[src/rtl/frh_pkg.sv]
package frh_pkg;
  typedef enum logic [2:0] {
    SIT_IDLE,
    SIT_PASS,
    SIT_CAPTURE,
    SIT_RELEASE,
    SIT_KEEP,
    SIT_SWAP,
    SIT_ERR_EMPTY,
    SIT_ERR_COLLIDE
  } sit_e;
endpackage

[src/rtl/frh_classify.sv]
module frh_classify
  import frh_pkg::*;
(
  input  logic tok_i,
  input  logic occ_i,
  input  logic hold_i,
  output sit_e sit_o,
  output logic illegal_o
);
  always_comb begin
    unique case ({tok_i, occ_i, hold_i})
      3'b000:  sit_o = SIT_IDLE;
      3'b001:  sit_o = SIT_ERR_EMPTY;
      3'b100:  sit_o = SIT_PASS;
      3'b101:  sit_o = SIT_CAPTURE;
      3'b010:  sit_o = SIT_RELEASE;
      3'b011:  sit_o = SIT_KEEP;
      3'b110:  sit_o = SIT_ERR_COLLIDE;
      default: sit_o = SIT_SWAP;
    endcase
  end

  assign illegal_o = (sit_o == SIT_ERR_EMPTY) || (sit_o == SIT_ERR_COLLIDE);
endmodule

[src/rtl/frh_slot.sv]
module frh_slot
  import frh_pkg::*;
#(
  parameter int DATA_W = 8
) (
  input  logic              clk_i,
  input  logic              rst_ni,
  input  sit_e              sit_i,
  input  logic              hold_i,
  input  logic [DATA_W-1:0] data_i,
  output logic              occ_o,
  output logic [DATA_W-1:0] data_o,
  output logic              err_o
);
  logic              occ_q, occ_d;
  logic [DATA_W-1:0] data_q, data_d;
  logic              err_q;
  logic              bad;

  assign bad = (sit_i == SIT_ERR_EMPTY) || (sit_i == SIT_ERR_COLLIDE);

  always_comb begin
    occ_d  = occ_q;
    data_d = data_q;
    unique case (sit_i)
      SIT_CAPTURE, SIT_SWAP: begin
        occ_d  = 1'b1;
        data_d = data_i;
      end
      SIT_RELEASE: occ_d = 1'b0;
      default: ;
    endcase
  end

  always_ff @(posedge clk_i or negedge rst_ni) begin
    if (!rst_ni) begin
      occ_q  <= 1'b0;
      data_q <= '0;
      err_q  <= 1'b0;
    end else begin
      occ_q  <= occ_d;
      data_q <= data_d;
      if (bad) err_q <= 1'b1;
    end
  end

  assign occ_o  = occ_q;
  assign data_o = data_q;
  assign err_o  = err_q;

  AST_SLOT_FOLLOWS_HOLD: assert property (@(posedge clk_i) disable iff (!rst_ni)
    !bad |=> occ_q == $past(hold_i));
  AST_ILLEGAL_KEEPS_SLOT: assert property (@(posedge clk_i) disable iff (!rst_ni)
    bad |=> $stable(occ_q) && $stable(data_q));
  AST_ERR_SET: assert property (@(posedge clk_i) disable iff (!rst_ni)
    bad |=> err_q);
  AST_ERR_STICKY: assert property (@(posedge clk_i) disable iff (!rst_ni)
    err_q |=> err_q);
  AST_KEEP_DATA: assert property (@(posedge clk_i) disable iff (!rst_ni)
    sit_i == SIT_KEEP |=> occ_q && $stable(data_q));
endmodule

[src/rtl/frh_out_mux.sv]
module frh_out_mux
  import frh_pkg::*;
#(
  parameter int DATA_W = 8
) (
  input  sit_e              sit_i,
  input  logic [DATA_W-1:0] in_data_i,
  input  logic [DATA_W-1:0] held_data_i,
  output logic              valid_o,
  output logic [DATA_W-1:0] data_o
);
  logic from_slot;

  always_comb begin
    valid_o   = 1'b0;
    from_slot = 1'b0;
    unique case (sit_i)
      SIT_PASS, SIT_ERR_COLLIDE: valid_o = 1'b1;
      SIT_RELEASE, SIT_SWAP: begin
        valid_o   = 1'b1;
        from_slot = 1'b1;
      end
      default: ;
    endcase
  end

  assign data_o = from_slot ? held_data_i : in_data_i;
endmodule

[src/rtl/frac_hold_reg.sv]
module frac_hold_reg
  import frh_pkg::*;
#(
  parameter int DATA_W = 8
) (
  input  logic              clk_i,
  input  logic              rst_ni,
  input  logic              tok_valid_i,
  input  logic [DATA_W-1:0] tok_data_i,
  input  logic              hold_i,
  output logic              tok_valid_o,
  output logic [DATA_W-1:0] tok_data_o,
  output logic              occupied_o,
  output logic              hold_err_o
);
  sit_e              sit;
  logic              illegal;
  logic              occ;
  logic [DATA_W-1:0] held;

  frh_classify u_classify (
    .tok_i     (tok_valid_i),
    .occ_i     (occ),
    .hold_i    (hold_i),
    .sit_o     (sit),
    .illegal_o (illegal)
  );

  frh_slot #(.DATA_W(DATA_W)) u_slot (
    .clk_i  (clk_i),
    .rst_ni (rst_ni),
    .sit_i  (sit),
    .hold_i (hold_i),
    .data_i (tok_data_i),
    .occ_o  (occ),
    .data_o (held),
    .err_o  (hold_err_o)
  );

  frh_out_mux #(.DATA_W(DATA_W)) u_mux (
    .sit_i       (sit),
    .in_data_i   (tok_data_i),
    .held_data_i (held),
    .valid_o     (tok_valid_o),
    .data_o      (tok_data_o)
  );

  assign occupied_o = occ;

  AST_EMPTY_NO_OUT: assert property (@(posedge clk_i) disable iff (!rst_ni)
    !tok_valid_i && !occupied_o |-> !tok_valid_o);
  AST_SWAP_OLD_OUT: assert property (@(posedge clk_i) disable iff (!rst_ni)
    tok_valid_i && occupied_o && hold_i |-> tok_valid_o && tok_data_o == held);
  AST_CAPTURE_SILENT: assert property (@(posedge clk_i) disable iff (!rst_ni)
    tok_valid_i && !occupied_o && hold_i |-> !tok_valid_o);
  AST_CAPTURE_DATA: assert property (@(posedge clk_i) disable iff (!rst_ni)
    tok_valid_i && hold_i |=> occupied_o && held == $past(tok_data_i));
  AST_RELEASE: assert property (@(posedge clk_i) disable iff (!rst_ni)
    !tok_valid_i && occupied_o && !hold_i |=> !occupied_o);
  AST_ILLEGAL_IS_ERR: assert property (@(posedge clk_i) disable iff (!rst_ni)
    illegal |=> hold_err_o);
endmodule

[config.mk]
export PLATFORM = sky130hd
export DESIGN_NAME = frac_hold_reg
export DESIGN_NICKNAME = d
export VERILOG_FILES = /design/src/rtl/frh_pkg.sv /design/src/rtl/frh_classify.sv /design/src/rtl/frh_slot.sv /design/src/rtl/frh_out_mux.sv /design/src/rtl/frac_hold_reg.sv
export SDC_FILE = /design/constraint.sdc
export NUM_CORES = 1
export LEC_CHECK = 0
export BUFFER_PORTS_ARGS = -buffer_cell sky130_fd_sc_hd__buf_2
export CAP_MARGIN = 10
export CORE_ASPECT_RATIO = 0.9
export CORE_MARGIN = 2
export CORE_UTILIZATION = 35
export CTS_BUF_LIST = sky130_fd_sc_hd__clkbuf_8
export CTS_CLUSTER_DIAMETER = 150
export DETAILED_ROUTE_END_ITERATION = 12
export GPL_ROUTABILITY_DRIVEN = 0
export GPL_TIMING_DRIVEN = 0
export MAX_ROUTING_LAYER = met4
export RECOVER_POWER = 25
export SYNTH_ARGS = -nofsm -noshare
export SYNTH_HDL_FRONTEND = slang
export SYNTH_SLANG_ARGS = --single-unit
[constraint.sdc]
create_clock -name clk_i -period 3.8 [get_ports clk_i]
set_input_delay 0.19 -clock clk_i [delete_from_list [all_inputs] [get_ports clk_i]]
set_output_delay 0.19 -clock clk_i [all_outputs]
set_load 0.05 [all_outputs]
Word level (Yosys, flattened, before mapping) --
Cells that the tools add are included.
Word-level totals: flip-flop bits (word level) 10, latch bits 0, RAM bits 0, ROM bits 0, output and inout port bits 11, word-level logic and storage cells 26, memories 0
Operators by class: add/subtract/negate cells 0, multipliers 0, div/mod/pow operators 0, magnitude comparators 0, eq/ne operators 12, shift operators 0, multiplexer cells 5, bitwise gates (word level) 0, reduce and logical (&&, ||, !) cells 6
Operators by type and width (number):
- one-hot mux 3 bit (7 select lines) | 1
- == test 3 bit (second input constant) | 6
- == test 3 x 2 -> 1 bit (second input constant) | 4
- 2-to-1 mux 8 bit | 1
- == test 3 x 1 -> 1 bit (second input constant) | 2
- OR reduction 2 bit | 2
- OR reduction 4 bit | 1
- zero test 3 bit | 1
- 2-to-1 mux 1 bit | 2
- one-hot mux 1 bit (2 select lines) | 1
- nonzero test 2 bit | 1
- logical OR 1 bit | 1

Depth between registers and ports, before layout --
Gate-level depths: netlist of the first run.
depth in word-level cells 6, depth in mapped cells 6, depth with buffers taken out 6

Hierarchy --
A second synthesis of the first run with hierarchy kept.
Unflattened totals: cell total of the unflattened synthesis 101, area, all modules 890.9 µm²
By module, submodules not included:
- frh_slot | instances 1, cells an instance 82, area an instance 738.2 µm²
- frh_out_mux | instances 1, cells an instance 11, area an instance 108.9 µm²
- frh_classify | instances 1, cells an instance 8, area an instance 43.8 µm²

Worst setup path before layout of the first run --
OpenSTA, ideal clock, no wires.
path kind reg2out, start register u_slot.occ_q (netlist: u_slot.occ_o), end output port tok_data_o[1], arrival time 2546 ps, required time 3610 ps, slack 1064 ps, stages on the path, launching flop included 7, cell sequence dfrtp_1 inv_1 ha_1 nor4_2 a2111oi_4 o31ai_4 mux2_1
On the way: cells in the longest elaborated chain, start to end 6
RTL lines:
- from (decl) | line frh_slot.sv:15 | logic occ_q, occ_d;
- from (signal assigned) | line frh_slot.sv:37 | occ_q <= 1'b0;
- from (signal assigned) | line frh_slot.sv:41 | occ_q <= occ_d;
- == test 3 bit, or another cell as far along | line frh_classify.sv:11 | unique case ({tok_i, occ_i, hold_i})
- one-hot mux 3 bit (7 select lines) * | line frh_classify.sv:11
- == test 3 x 2 -> 1 bit / == test 3 bit (equally long branches) | line frh_out_mux.sv:17 | unique case (sit_i)
- OR reduction 2 bit * | line frh_out_mux.sv:17
- 2-to-1 mux 1 bit * | line frh_out_mux.sv:17
- 2-to-1 mux 8 bit * | line frh_out_mux.sv:27 | assign data_o = from_slot ? held_data_i : in_data_i;
- to (decl) | line frac_hold_reg.sv:12 | output logic [DATA_W-1:0] tok_data_o,
Every way passes the cells marked *; elsewhere a longest branch is shown, timed or not.

Final worst setup path of the first run --
start register u_slot.occ_q (netlist: u_slot.occ_o), end output port tok_data_o[2]
Same word-level chain as after synthesis.

==> results of run 1 <==
-- layer usage --
layer	GRT usage	vias up	wire length, um
met3	0.0629	2	82
met4	0.0343	0	8
met5	-	-	0
met2	0.192	14	546
li1	-	221	-
met1	0.132	219	459
-- repair_timing --
action / in CTS / in global routing
gates resized for setup: 0 / 0
setup endpoints to repair: 0 / 0
hold endpoints to repair: 10 / 0
hold buffers: 1 / 0
-- worst max-delay path by stage --
stage	from	end	slack (ns)	cells past startpoint
floorplan	u_slot.occ_o	tok_data_o[1]	1.06	6
global placement	u_slot.occ_o	tok_data_o[2]	1.18	7
detailed placement	u_slot.occ_o	tok_data_o[2]	1.17	7
CTS	u_slot.occ_o	tok_data_o[2]	0.91	7
global route	u_slot.occ_o	tok_data_o[4]	0.78	7
finish	u_slot.occ_o	tok_data_o[2]	0.96	7
-- cells by family (layout without fill, tap and decap cells) --
family,Yosys count,in the layout,synth area share
muxes,17,17,0.293
adders and majority gates,6,6,0.116
and+or+nand+nor,5,5,0.0560
DFF,10,10,0.386
AOI/OAI and AO/OA,5,5,0.131
buffers and inverters,3,30,0.0174
-- through the flow --
step	utilization	power, mW	cells	hold WS (ns)
5_1_grt	0.501	0.847	97	0.191
2_1_floorplan	-	0.583	46	-0.106
3_3_place_gp	0.464	0.664	92	0.0614
4_1_cts	0.502	0.809	97	0.183
3_5_place_dp	0.464	0.672	92	0.0657
6_report	0.501	0.795	97	0.187
-- cells in the final DEF (no fill, tap or decap), drive strengths merged --
cell type / n
nor4: 1
dlygate4sd3: 1
a2111oi: 1
mux2i: 1
o21a: 1
dfrtp: 10
clkbuf: 5
ha: 6
nand2: 2
o31ai: 2
mux2: 16
o21bai: 1
inv: 3
nor2: 1
nor3b: 1
buf: 21
-- state kept, by name, summed over array words and instances (netlist names) --
name,flops
u_slot.data_o,8
u_slot.err_o,1
u_slot.occ_o,1
-- power breakdown --
group	switching, mW	internal, mW
Sequential	0.0271	0.157
Clock	0.0404	0.0909
Combinational	0.307	0.173
-- final cells by class --
class,count,area (sq um),area share
flip-flops and latches,10,250,0.294
multi-input cells,33,387,0.454
well taps,24,30.0,0.0352
repair buffers,23,119,0.140
clock buffers,4,55.1,0.0646
inverters,3,11.3,0.0132
-- worst reg2reg max path: cells and delay by family (launching register included) --
family | cells | cell delay, ns
AO/OA/AOI/OAI | 2 | 0.63
AND/OR/NAND/NOR | 1 | 0.38
buffers and inverters | 1 | 0.12
multiplexers | 1 | 0.40
adder cells (fa/ha/maj) | 1 | 0.26
flip-flops | 1 | 0.45
==> out/metrics.cfg, run 1 <==
[critical_path]
path_delay_family=compound AO/OA/AOI/OAI gates
path_class=reg2out
path_buf_inv=2
worstPathArrival_ns=2.65
slowest_delay_ns=0.46
timing.rr.start=u_slot.occ_o
r2r_slack_ns=1.45
r2r-end=u_slot.data_o[0]
path_cells=inv_1 > ha_1 > nor4_2 > a2111oi_4 > o31ai_4 > mux2_2 > buf_2
reg2regPathDepth=6
crit_path_end_kind=output pin
required_ns=3.61
critPathMaxFanout=8
cp_slowest_cell=o31ai_4
start_kind=flip-flop

[placed_design]
io_buffers=22
placed_cell_area_sq_um=788
pre_cts_ws_ns=1.17
place_hpwl_um=845

[worst_hold_path]
hp-class=in2reg
min_from=tok_data_i[6]
holdPathEnd=u_slot.data_o[6]
holdPathStages=2

[cts]
cts_sinks=10
insertion_delay_ns=0.23
cts_buffer_depth=2
htree_levels=1
root_buffer=clkbuf_8
cts_tree=done
numCtsBuffers=3
clkTransAtPathRegs_ns=0.05
post_cts_buffers=0

[timing]
setup_ws_ns=0.963
hold_violations=0
skew_ns=0.00251
slew_violations=0
worst_pin_slew_ns=0.654
period_share=0.747
setup_tns_ns=0
finalSetupViolCount=0
slew_headroom=0.551
period_needed_ns=2.84
max_freq_ghz=0.352
rsz0062_at_grt=no

[synth]
synthCells=46
yosys-top-cells-count=mux2_2 (12), dfrtp_1 (10), ha_1 (6)
synth_edf_count=0
yosys.area.top_type=dfrtp_1
synth_area_leaders=dfrtp_1 (39%), mux2_2 (21%), ha_1 (12%)
netlist_area_sq_um=648
yosys_warnings=0
yosysMostFrequentCell=mux2_2
synth-seq-cells=10
avgSynthCellArea_sq_um=14.1
async_reset_ff_frac=1.00
seq_area_frac_synth=0.386
yosys_most_used_dff=dfrtp_1
synth_nets=64
synth_top_area_share=0.386
synth_cell_type_count=14

[global_route]
grt-ovfl-total=0
grt_pass1_wl_um=1870
grt_antenna_before_repair=0
grt_pass1_vias=467
grt_usage=0.120
grt_max_degree=11

[finish]
drive_above_1_share=0.575
area_growth_pct=31.5
fin_nets=92
final_area_sq_um=852
n_fill_cell=160
antennaDiodeCount=0

[floorplanning]
core-area_sq_um=1700
die_w_um=49.4
die_y_um=44.8
initial_core_util=0.381
io_pins=23
die_area_sq_um=2210
rows=14

[power]
p_leak_nw=0.388
power_density_nw_per_um2=934
ir_drop_uv=490

[drt]
drc=0
ant_nets=0
drt_wl_total_um=1100
drtPass1Iterations=1
viasPerCell=4.70
routedWlPerCell_um=11.3
drt_iter0_markers=0
vias=456

[run]
drv_cap=0

[run_status]
outcome=finished clean

(Power assumes the default switching activity.)
==> run 2: changes to the inputs <==
clock period = 2.4 ns   (was 3.8 ns; I/O delays follow)
==> run 2 against run 1 <==
- combinational power grew 130%
- routed wire length grew 27%
- die area did not move
- sequential power is 65% higher
- critical endpoint is now tok_data_o[4]
==> out/metrics.cfg, run 2 (synthesis gave the netlist of run 1 again) <==
[floorplanning]
die_y_um=44.8
core-area_sq_um=1700
io_pins=23
die_area_sq_um=2210
die_w_um=49.4
rows=14
initial_core_util=0.381

[global_route]
grt_util_met3=0.0397
grt_max_degree=11
grt-ovfl-total=0
grt_usage=0.128
grt_pass1_wl_um=1970
use_met2=0.197
globalRoute.busiestLayer=met2
grt_pass1_vias=451
use_met1=0.158
grt_antenna_before_repair=0

[cts]
cts_tree=done
root_buffer=clkbuf_8
numCtsBuffers=3
insertion_delay_ns=0.23
cts_sinks=10
clkTransAtPathRegs_ns=0.05
cts_buffer_depth=2
htree_levels=1

[critical_path]
path_buf_inv=3
slowest_delay_ns=0.43
crit_path_end_kind=output pin
critPathMaxFanout=8
r2r_slack_ns=0.19
path_delay_family=flip-flops
timing.rr.start=u_slot.occ_o
start_kind=flip-flop
r2r-end=u_slot.data_o[5]
required_ns=2.28
path_class=reg2out
path_cells=inv_4 > ha_4 > nor4_4 > a2111oi_4 > o31ai_4 > buf_12 > mux2_4 > buf_8
worstPathArrival_ns=2.23
cp_slowest_cell=dfrtp_2
reg2regPathDepth=7

[worst_hold_path]
hp-class=in2reg
min_from=tok_data_i[6]
holdPathEnd=u_slot.data_o[6]
holdPathStages=2

[drt]
routedWlPerCell_um=13.5
drtPass1Iterations=1
drt_wl_total_um=1400
drt_iter0_markers=0
ant_nets=0
drc=0
vias=482
viasPerCell=4.68

[timing]
period_needed_ns=2.35
setup_tns_ns=0
period_share=0.977
max_freq_ghz=0.426
finalSetupViolCount=0
worst_pin_slew_ns=0.532
slew_headroom=0.646
slew_violations=0
skew_ns=0.00783
rsz0062_at_grt=yes
hold_violations=0

[power]
power_mw=1.60
power_switching_mw=0.689
combPwrFrac=0.702
power_density_nw_per_um2=1510
ir_drop_uv=753
pwr-share-clk=0.109
p_sw_frac=0.430
sequentialPowerShare=0.190
intPower_mw=0.914
p_leak_nw=0.474

[finish]
largest_reg_flops=8
drive_above_1_share=0.696
fin_nets=98
area_growth_pct=63.5
layout_common_cells=buf_2 (13), dfrtp_1 (9), mux2_4 (8), buf_8 (8), mux2_2 (6)
antennaDiodeCount=0
layout_commonest_cell=buf_2

[run_status]
outcome=finished clean

[run]
drv_cap=0

[placed_design]
io_buffers=22
place_hpwl_um=872

[run 2: power by group through the flow]
| stage | Combinational, mW | Clock (mW) | Sequential (mW) |
|---|---|---|---|
| 2_1_floorplan | 0.616 | 0 | 0.314 |
| 3_3_place_gp | 0.764 | 0 | 0.294 |
| 3_5_place_dp | 0.771 | 0 | 0.299 |
| 4_1_cts | 0.920 | 0.181 | 0.293 |
| 5_1_grt | 1.18 | 0.186 | 0.315 |
| 6_report | 1.12 | 0.174 | 0.304 |
[run 2: worst register-to-register path, cell delays in order (launching register included)]
cell	delay, ns
dfrtp_2	0.43
inv_4	0.07
ha_4	0.18
nor4_4	0.32
a2111oi_4	0.07
buf_4	0.16
o31ai_4	0.46
mux2_2	0.39
[run 2: final cells by class]
cell class              count  area [sq um]
multi-input cells          33           463
well taps                  24          30.0
repair buffers             29           256
clock buffers               3          41.3
clock inverters             1          3.75
flip-flops and latches     10           251
fillers                   140           639
inverters                   3          13.8
[run 2: how the worst max path moves through the flow]
| stage | from | to | slack [ns] | cells after the start |
|---|---|---|---|---|
| final | u_slot.occ_o | tok_data_o[4] | 0.05 | 8 |
| after global routing | u_slot.occ_o | tok_data_o[3] | -0.04 | 8 |
| after CTS | u_slot.occ_o | tok_data_o[6] | 0.01 | 8 |
| after detailed placement | u_slot.occ_o | tok_data_o[3] | -0.12 | 7 |
| after global placement | u_slot.occ_o | tok_data_o[6] | -0.07 | 7 |
| after floorplan | u_slot.occ_o | tok_data_o[0] | -0.01 | 6 |
[run 2: per-stage QoR]
step / util / std cells / cell area [sq um] / hold WS (ns) / setup slack [ns]
final: 0.624 / 103 / 1060 / 0.114 / 0.0550
after global routing: 0.624 / 103 / 1060 / 0.127 / -0.0382
after CTS: 0.547 / 100 / 930 / 0.113 / 0.0113
after detailed placement: 0.465 / 92 / 790 / -0.0107 / -0.123
after global placement: 0.465 / 92 / 790 / -0.00918 / -0.0745
after floorplan: - / 46 / 649 / -0.176 / -0.0127
[run 2: what timing repair did]
item                       in CTS  in global routing
hold buffers                    1                  0
hold endpoints to repair       10                  0
setup endpoints to repair       8                  8
setup buffers                   3                  3
pin swaps                       4                  2
gates resized for setup        14                 28
[run 2: layer usage]
metal	share of wire	vias to the layer above	wire length (um)
li1	-	232	-
met1	0.44	234	612
met2	0.52	16	719
met3	0.045	0	63
met4	0	0	0
met5	0	-	0
